[src/rtl/fracbaud_pkg.sv]
package fracbaud_pkg;
  localparam int FB_INT_W  = 16;
  localparam int FB_FRAC_W = 6;
  localparam int FB_RD_W   = 32;

  typedef enum logic {
    FB_IDLE = 1'b0,
    FB_WAIT = 1'b1
  } fb_upd_e;
endpackage

[src/rtl/fbd_stage_regs.sv]
module fbd_stage_regs #(
  parameter int INT_W  = 16,
  parameter int FRAC_W = 6,
  parameter int RD_W   = 32
) (
  input  logic              clk,
  input  logic              rst_n,
  input  logic              int_wr,
  input  logic [INT_W-1:0]  int_wdata,
  input  logic              frac_wr,
  input  logic [FRAC_W-1:0] frac_wdata,
  output logic [INT_W-1:0]  stg_int_nx,
  output logic [FRAC_W-1:0] stg_frac_nx,
  output logic [INT_W-1:0]  int_rdata,
  output logic [RD_W-1:0]   frac_rdata
);
  localparam int PAD_W = RD_W - FRAC_W;

  logic [INT_W-1:0]  stg_int_q;
  logic [FRAC_W-1:0] stg_frac_q;

  // next-state values are also forwarded so a same-edge commit sees them
  always_comb begin
    stg_int_nx  = int_wr  ? int_wdata  : stg_int_q;
    stg_frac_nx = frac_wr ? frac_wdata : stg_frac_q;
  end

  always_ff @(posedge clk or negedge rst_n) begin
    if (!rst_n) begin
      stg_int_q  <= '0;
      stg_frac_q <= '0;
    end else begin
      stg_int_q  <= stg_int_nx;
      stg_frac_q <= stg_frac_nx;
    end
  end

  assign int_rdata  = stg_int_q;
  assign frac_rdata = {{PAD_W{1'b0}}, stg_frac_q};
endmodule

[src/rtl/fbd_commit_ctrl.sv]
module fbd_commit_ctrl
  import fracbaud_pkg::*;
#(
  parameter int INT_W  = 16,
  parameter int FRAC_W = 6
) (
  input  logic              clk,
  input  logic              rst_n,
  input  logic              lc_wr,
  input  logic              char_busy,
  input  logic              char_done,
  input  logic [INT_W-1:0]  stg_int_nx,
  input  logic [FRAC_W-1:0] stg_frac_nx,
  output logic              commit,
  output logic              pending,
  output logic [INT_W-1:0]  act_int,
  output logic [FRAC_W-1:0] act_frac
);
  fb_upd_e st_q, st_d;
  logic    req;
  logic    boundary;

  always_comb begin
    req      = lc_wr || (st_q == FB_WAIT);
    boundary = !char_busy || char_done;
    commit   = req && boundary;
    st_d     = (req && !commit) ? FB_WAIT : FB_IDLE;
  end

  always_ff @(posedge clk or negedge rst_n) begin
    if (!rst_n) begin
      st_q     <= FB_IDLE;
      act_int  <= '0;
      act_frac <= '0;
    end else begin
      st_q <= st_d;
      if (commit) begin
        act_int  <= stg_int_nx;
        act_frac <= stg_frac_nx;
      end
    end
  end

  assign pending = (st_q == FB_WAIT);
endmodule

[src/rtl/fbd_frac_accum.sv]
module fbd_frac_accum #(
  parameter int FRAC_W = 6
) (
  input  logic              clk,
  input  logic              rst_n,
  input  logic              commit,
  input  logic              period_end,
  input  logic [FRAC_W-1:0] frac,
  output logic              stretch
);
  logic [FRAC_W-1:0] acc_q;
  logic [FRAC_W:0]   sum;

  assign sum = {1'b0, acc_q} + {1'b0, frac};

  always_ff @(posedge clk or negedge rst_n) begin
    if (!rst_n) begin
      acc_q   <= '0;
      stretch <= 1'b0;
    end else if (commit) begin
      acc_q   <= '0;
      stretch <= 1'b0;
    end else if (period_end) begin
      acc_q   <= sum[FRAC_W-1:0];
      stretch <= sum[FRAC_W];
    end
  end
endmodule

[src/rtl/fbd_period_cnt.sv]
module fbd_period_cnt #(
  parameter int INT_W = 16
) (
  input  logic             clk,
  input  logic             rst_n,
  input  logic             commit,
  input  logic [INT_W-1:0] div,
  input  logic             stretch,
  output logic             period_end,
  output logic             tick
);
  localparam int CW = INT_W + 1;

  logic [CW-1:0] cnt_q;
  logic [CW-1:0] limit;
  logic          run;

  assign run        = (div != '0);
  assign limit      = {1'b0, div} - CW'(1) + CW'(stretch);
  assign period_end = run && !commit && (cnt_q == limit);

  always_ff @(posedge clk or negedge rst_n) begin
    if (!rst_n) begin
      cnt_q <= '0;
      tick  <= 1'b0;
    end else if (commit || !run) begin
      cnt_q <= '0;
      tick  <= 1'b0;
    end else begin
      tick  <= period_end;
      cnt_q <= period_end ? '0 : cnt_q + CW'(1);
    end
  end
endmodule

[src/rtl/fracbaud_gen.sv]
module fracbaud_gen
  import fracbaud_pkg::*;
#(
  parameter int INT_W  = FB_INT_W,
  parameter int FRAC_W = FB_FRAC_W,
  parameter int RD_W   = FB_RD_W
) (
  input  logic              clk,
  input  logic              rst_n,
  input  logic              int_wr,
  input  logic [INT_W-1:0]  int_wdata,
  input  logic              frac_wr,
  input  logic [FRAC_W-1:0] frac_wdata,
  input  logic              lc_wr,
  input  logic              char_busy,
  input  logic              char_done,
  output logic [INT_W-1:0]  int_rdata,
  output logic [RD_W-1:0]   frac_rdata,
  output logic              tick,
  output logic              upd_pending
);
  logic [INT_W-1:0]  stg_int_nx;
  logic [FRAC_W-1:0] stg_frac_nx;
  logic [INT_W-1:0]  act_int;
  logic [FRAC_W-1:0] act_frac;
  logic              commit;
  logic              stretch;
  logic              period_end;

  fbd_stage_regs #(.INT_W(INT_W), .FRAC_W(FRAC_W), .RD_W(RD_W)) u_stage (
    .clk        (clk),
    .rst_n      (rst_n),
    .int_wr     (int_wr),
    .int_wdata  (int_wdata),
    .frac_wr    (frac_wr),
    .frac_wdata (frac_wdata),
    .stg_int_nx (stg_int_nx),
    .stg_frac_nx(stg_frac_nx),
    .int_rdata  (int_rdata),
    .frac_rdata (frac_rdata)
  );

  fbd_commit_ctrl #(.INT_W(INT_W), .FRAC_W(FRAC_W)) u_ctrl (
    .clk        (clk),
    .rst_n      (rst_n),
    .lc_wr      (lc_wr),
    .char_busy  (char_busy),
    .char_done  (char_done),
    .stg_int_nx (stg_int_nx),
    .stg_frac_nx(stg_frac_nx),
    .commit     (commit),
    .pending    (upd_pending),
    .act_int    (act_int),
    .act_frac   (act_frac)
  );

  fbd_frac_accum #(.FRAC_W(FRAC_W)) u_acc (
    .clk       (clk),
    .rst_n     (rst_n),
    .commit    (commit),
    .period_end(period_end),
    .frac      (act_frac),
    .stretch   (stretch)
  );

  fbd_period_cnt #(.INT_W(INT_W)) u_cnt (
    .clk       (clk),
    .rst_n     (rst_n),
    .commit    (commit),
    .div       (act_int),
    .stretch   (stretch),
    .period_end(period_end),
    .tick      (tick)
  );
endmodule

[config.mk]
export PLATFORM = sky130hd
export DESIGN_NAME = fracbaud_gen
export DESIGN_NICKNAME = d
export VERILOG_FILES = /design/src/rtl/fracbaud_pkg.sv /design/src/rtl/fbd_stage_regs.sv /design/src/rtl/fbd_commit_ctrl.sv /design/src/rtl/fbd_frac_accum.sv /design/src/rtl/fbd_period_cnt.sv /design/src/rtl/fracbaud_gen.sv
export SDC_FILE = /design/constraint.sdc
export NUM_CORES = 1
export LEC_CHECK = 0
export ABC_AREA = 0
export BUFFER_PORTS_ARGS = -buffer_cell sky130_fd_sc_hd__buf_2
export CAP_MARGIN = 5
export CORE_AREA = 2 2 87 89
export DETAILED_ROUTE_END_ITERATION = 10
export DIE_AREA = 0 0 89 91
export PLACE_DENSITY = 0.79
export SETUP_SLACK_MARGIN = 0.3
export SLEW_MARGIN = 40
export SYNTH_ARGS = -nofsm -noshare
export SYNTH_HDL_FRONTEND = slang
export SYNTH_SLANG_ARGS = --single-unit
[constraint.sdc]
create_clock -name clk -period 4.1 [get_ports clk]
set_clock_uncertainty 0.2 [all_clocks]
set_input_delay 0.41 -clock clk [delete_from_list [all_inputs] [get_ports clk]]
set_output_delay 0.41 -clock clk [all_outputs]
set_load 0.01 [all_outputs]
# ---- Word level (Yosys, flattened, before mapping)
# Index checks and enable logic that the tools add are counted.
dict set report word_totals {
  input_bits 29
  output_inout_bits 50
  elab_cells 36
  ff_bits 70
}
dict set report classes {
  n_eq_ne 1
  n_reduce_logical 12
  addsub 4
  muxes 10
}
# cell count
set ops {}
lappend ops {{two-way mux 17 bit} 2}
lappend ops {{two-way mux 6 bit} 3}
lappend ops {{adder 17 x 1 -> 17 bit} 1}
lappend ops {{adder 17 x 1 -> 17 bit (second input constant)} 1}
lappend ops {{equality test 17 bit} 1}
lappend ops {{subtractor 16 x 1 -> 17 bit (second input constant)} 1}
lappend ops {{two-way mux 16 bit} 1}
lappend ops {{nonzero test 16 bit} 1}
lappend ops {{adder 6 x 6 -> 7 bit} 1}
lappend ops {{logical AND 1 bit} 4}
lappend ops {{two-way mux 1 bit} 4}
lappend ops {{logical NOT 1 bit} 3}
lappend ops {{logical OR 1 bit} 3}
lappend ops {{nonzero test 2 bit} 1}

# ---- Depth between registers and ports, before layout
dict set report depth {
  ltp_word 8
  mapped_depth 11
  depth_no_buf 10
}

# ---- Modules after synthesis
# From an unflattened synthesis, not the netlist that was laid out.
dict set report hier_totals {
  hier_cells 360
  hier_area_um2 4060.1
}
# module area_each_um2 cells_each seq_area_each_um2 instances
set by_module_without_submodules {}
lappend by_module_without_submodules {fbd_period_cnt 1597.8 186 450.4 1}
lappend by_module_without_submodules {fbd_stage_regs 1071.0 74 550.5 1}
lappend by_module_without_submodules {fbd_commit_ctrl 888.4 51 575.6 1}
lappend by_module_without_submodules {fbd_frac_accum 503.0 49 175.2 1}

# ---- Worst setup path after synthesis
# Ideal clock, no wire load.
dict set report synth_timing {
  kind {register -> register}
  start {reg u_ctrl.act_int[0]}
  end {reg u_cnt.cnt_q[1]}
  stages_incl_launch_ff 12
  required_ns 3.780
  n_path_buf 1
  t_arrival_ns 2.840
  synth_period_minus_slack_ns 3.160
  setup_slack_ns 0.940
  path_cell_list {dfrtp_1 > inv_1 > ha_1 > ha_1 > nor3b_2 > nand3_1 > xnor2_1 > or4b_1 > or4_4 > or2_1 > buf_6 > and3_1}
}
dict set report synth_via {
  elab_chain_len 6
  word_cells_on_any_way 10
  cone_classes {2 x add/sub; 1 x eq/ne; 2 x mux; 5 x reduce/logical}
}
# item line
set synth_lines {}
lappend synth_lines {{start, declared} fbd_commit_ctrl.sv:16} ;# output logic [INT_W-1:0] act_int,
lappend synth_lines {{start signal, assigned} fbd_commit_ctrl.sv:38} ;# act_int <= stg_int_nx;
lappend synth_lines {{subtractor 16 x 1 -> 17 bit} fbd_period_cnt.sv:19} ;# assign limit = {1'b0, div} - CW'(1) + CW'(stretch);
lappend synth_lines {{adder 17 x 1 -> 17 bit} fbd_period_cnt.sv:19}
lappend synth_lines {{equality test 17 bit} fbd_period_cnt.sv:20} ;# assign period_end = run && !commit && (cnt_q == limit);
lappend synth_lines {{logical AND 1 bit} fbd_period_cnt.sv:20}
lappend synth_lines {{two-way mux 17 bit} fbd_period_cnt.sv:31} ;# cnt_q <= period_end ? '0 : cnt_q + CW'(1);
lappend synth_lines {{two-way mux 17 bit *} fbd_period_cnt.sv:26} ;# end else if (commit || !run) begin
lappend synth_lines {{end signal, assigned} fbd_period_cnt.sv:31}
lappend synth_lines {{end, declared} fbd_period_cnt.sv:14} ;# logic [CW-1:0] cnt_q;
# Mark *: on every way between the ends. The rest lies on a longest branch, timed or not.
# A chain may end at the register's enable or synchronous reset.

# ---- Final worst setup path
# Ends and elaborated chain as after synthesis.

==> impl_metrics.env <==
export IMPL_synth_compound_area_share_pct=4.61
export IMPL_multi_input_area_um2=1860
export IMPL_grtUsageTotal_pct=19.9
export IMPL_synthCells=389
export IMPL_tightest_slew_ns=0.597
export IMPL_vias=2778
export IMPL_wire_per_inst_um=13.8
export IMPL_clockRootBuffer="clkbuf_8"
export IMPL_hold_path_end="u_stage.int_rdata[3]"
export IMPL_crit_chain="inv_1 > ha_1 > ha_1 > nor3b_2 > nand4_1 > xnor2_1 > or4b_1 > or4_4 > or2_1 > and3_1"
export IMPL_maxSlewHeadroom_pct=59.9
export IMPL_crit_type="reg -> reg"
export IMPL_hpwlAfterDp_um=5460
export IMPL_drc_errors=0
export IMPL_fillers=610
export IMPL_yosysWarnings=0
export IMPL_final_setup_tns_ns=0
export IMPL_powerDensity_nw_per_um2=405
export IMPL_synthMuxAreaShare_pct=8.77
export IMPL_drv_cap=0
export IMPL_crit_top_cell="ha_1"
export IMPL_place_area_um2=4060
export IMPL_drive_gt1_share_pct=23.5
export IMPL_die_y_um=91
export IMPL_ys_seq_area_share_pct=45.5
export IMPL_reg2reg_slack_ns=0.57
export IMPL_hold_viol=0
export IMPL_cp_end_kind="register"
export IMPL_core_um2=7140
export IMPL_path_clk_slew_ns=0.08
export IMPL_cts_tree="yes"
export IMPL_drt_iter0_drc=172
export IMPL_synth_adder_area_share_pct=3.44
export IMPL_dr_pass1_iters=4
export IMPL_syn2layout_area_growth_pct=11.5
export IMPL_cp_slowest_stage_delay_ns=0.45
export IMPL_globalplace_congestion=0.870
export IMPL_synth_cell_type_count=51
export IMPL_seq_area_um2=1750
export IMPL_syn_avg_cell_area_um2=9.90
export IMPL_yosys_area_share_xor_xnor_pct=8.87
export IMPL_nNetsFinal=477
export IMPL_slew_violations=0
export IMPL_fin_crit_sh_pct=86.2
export IMPL_grt_overflow_total=0
export IMPL_worst_r2r_endpoint="u_cnt.cnt_q[1]"
export IMPL_min_period_ns=3.53
export IMPL_ant_nets=0
export IMPL_crit_buf_inv=1
export IMPL_reg2reg_from="u_ctrl.act_int[0]"
export IMPL_synth_top_family_by_area="simple AND/OR/NAND/NOR gates"
export IMPL_ioPinCount=79
export IMPL_p_leak_nw=2.07
export IMPL_grt_pass1_wl_um=12500
export IMPL_finalInstanceArea_um2=4290
export IMPL_synthDominantCellAreaShare_pct=45.5
export IMPL_dieArea_um2=8100
export IMPL_port_buffers=52
export IMPL_numCtsBuffers=9
export IMPL_path_max_fanout=8
export IMPL_fp_dieW_um=89
export IMPL_rsz0062_at_grt="false"
export IMPL_start_util_pct=53.9
export IMPL_hold_depth=2
export IMPL_arrival_ns=3.57
export IMPL_cts_setup_buffers=0
export IMPL_slowest_stage="nor3b_2"
export IMPL_yosys_register_bits=70
export IMPL_r2r_cells=10
export IMPL_diodes=0
export IMPL_vdd_drop_max_v=0.000285
export IMPL_hold_class="in -> reg"
export IMPL_syn_area_um2=3850
export IMPL_drt_vias_per_instance=5.13
export IMPL_clock_latency_ns=0.34
export IMPL_ctsHtreeMaxLevel=3
export IMPL_status="finished clean"
export IMPL_fmax_mhz=283
export IMPL_rows=31
export IMPL_required_ns=4.14
export IMPL_clk_path_buf_depth=2
export IMPL_cp_start_kind="register"
export IMPL_cp_top_family="simple AND/OR/NAND/NOR gates"
export IMPL_synth_area_leader_cell="dfrtp_1"
export IMPL_setup_viol=0
export IMPL_synth_simple_area_share_pct=20.0
export IMPL_grt_max_degree=46
export IMPL_hp_start="int_wdata[3]"
export IMPL_grt_pass1_vias=2697
export IMPL_ys_top_cells_by_area="dfrtp_1 (45%), nand2_1 (7.2%), mux2_2 (6.4%)"
export IMPL_wirelength_um=7460
export IMPL_antenna_found_initial=0
export IMPL_cts_sinks=70
-- how the worst max path moves through the flow --
stage / startpoint / depth (start not counted) / endpoint
after floorplan: u_ctrl.act_int[0] / 11 / u_cnt.cnt_q[1]
after global placement: u_ctrl.act_int[0] / 10 / u_cnt.cnt_q[4]
after detailed placement: u_ctrl.act_int[0] / 10 / u_cnt.cnt_q[5]
after CTS: u_ctrl.act_int[0] / 10 / u_cnt.cnt_q[5]
after global routing: u_ctrl.act_int[0] / 10 / u_cnt.cnt_q[1]
final: u_ctrl.act_int[0] / 10 / u_cnt.cnt_q[1]
-- through the flow --
stage          hold slack (ns)  util (%)  worst slack (ns)  power [mW]  instances
3_5_place_dp             0.243      56.8             0.503        1.15        525
3_3_place_gp             0.226      56.8             0.691        1.14        525
4_1_cts                 0.0996      60.0             0.487        1.75        542
6_report                 0.109      60.2             0.568        1.74        542
2_1_floorplan          -0.0856         -             0.940        1.07        414
5_1_grt                  0.101      60.2             0.358        1.83        542
-- cells by family (layout without fill, tap and decap cells) --
kind of cell	Yosys count	count (layout)
xor+xnor	39	39
buf+inv	55	84
simple gates	157	157
compound gates	26	26
mux	31	31
other cells	1	26
fa+ha+maj	10	10
flops	70	70
-- flip-flops by register name, summed over array words and instances (netlist names) --
| name | flops |
|---|---|
| u_acc.stretch | 1 |
| u_ctrl.act_frac | 6 |
| u_cnt.cnt_q | 17 |
| u_acc.acc_q | 6 |
| u_stage.stg_frac_q | 6 |
| u_ctrl.pending | 1 |
| u_cnt.tick | 1 |
| u_stage.int_rdata | 16 |
| u_ctrl.act_int | 16 |
-- placed cells by master, fill, tap and decap left out, types with 2 or more instances in the layout --
master      instances
clkinvlp_4          2
and3_1              2
nand2_1            74
a21o_1              2
nand3b_1            2
buf_2              52
a21oi_1             5
nand4b_1            3
mux2i_1             9
buf_4               2
nand3_1             9
xnor2_1            20
o21bai_1            2
clkbuf_8           12
dfrtp_1            70
inv_1              13
nor4_1              5
nand4_1             3
mux2_2             22
nor2_1             33
nor4b_1             2
o21ai_2             2
conb_1             26
xor2_1             19
nor2b_1             3
nor3_1              4
a31oi_1             2
ha_1                9
nand2b_1            2
or4b_1              2
or4_1               2
o21ai_0             6
-- repair_timing --
item                                    in CTS  in global routing
endpoints found under the setup margin       0                 16
gates resized for setup                      0                  1
endpoints found under the hold margin       25                  0
hold buffers                                 1                  0
-- cell usage after synthesis (all sizes together) --
master / n
o21bai: 2
xor2: 19
dfrtp: 70
nand3b: 2
mux2: 22
a21o: 2
nor4b: 3
nor2: 33
inv: 13
fa: 1
nand2: 74
or2: 1
buf: 33
or4b: 4
mux2i: 9
a22oi: 1
and3: 2
o2111ai: 1
a31oi: 2
clkbuf: 9
o21a: 1
nand2b: 2
nand3: 9
a21oi: 5
nand4b: 3
xnor2: 20
nor3: 4
nor4: 6
and4: 2
o221ai: 1
o22ai: 1
conb: 1
nor2b: 3
o21ai: 9
or4: 3
ha: 9
or3: 1
a32oi: 1
nor3b: 2
nand4: 3
-- where the power goes --
part           leakage (nW)  internal, mW  switching [mW]
Sequential            0.887         0.752          0.0699
Combinational          1.08         0.138           0.177
Clock                 0.105         0.332           0.270
-- layer usage --
layer | GRT usage (%) | up-vias | share of wire, % | routed length (µm)
li1 | - | 1344 | - | -
met1 | 27.3 | 1352 | 45 | 3370
met2 | 31.3 | 74 | 49 | 3630
met3 | 4.82 | 8 | 4.8 | 355
met4 | 5.85 | 0 | 1.4 | 108
met5 | 0 | - | 0 | 0
-- cell type report --
type                            count  area share (%)
Inverter                           13            1.14
Clock buffer                       12            3.85
Tap cell                           99            2.89
Clock inverter                      4            1.25
Timing Repair Buffer               55            6.65
Sequential cell                    70            40.8
Multi-Input combinational cell    289            43.4
No activity file was read; power rests on OpenSTA's default activity.
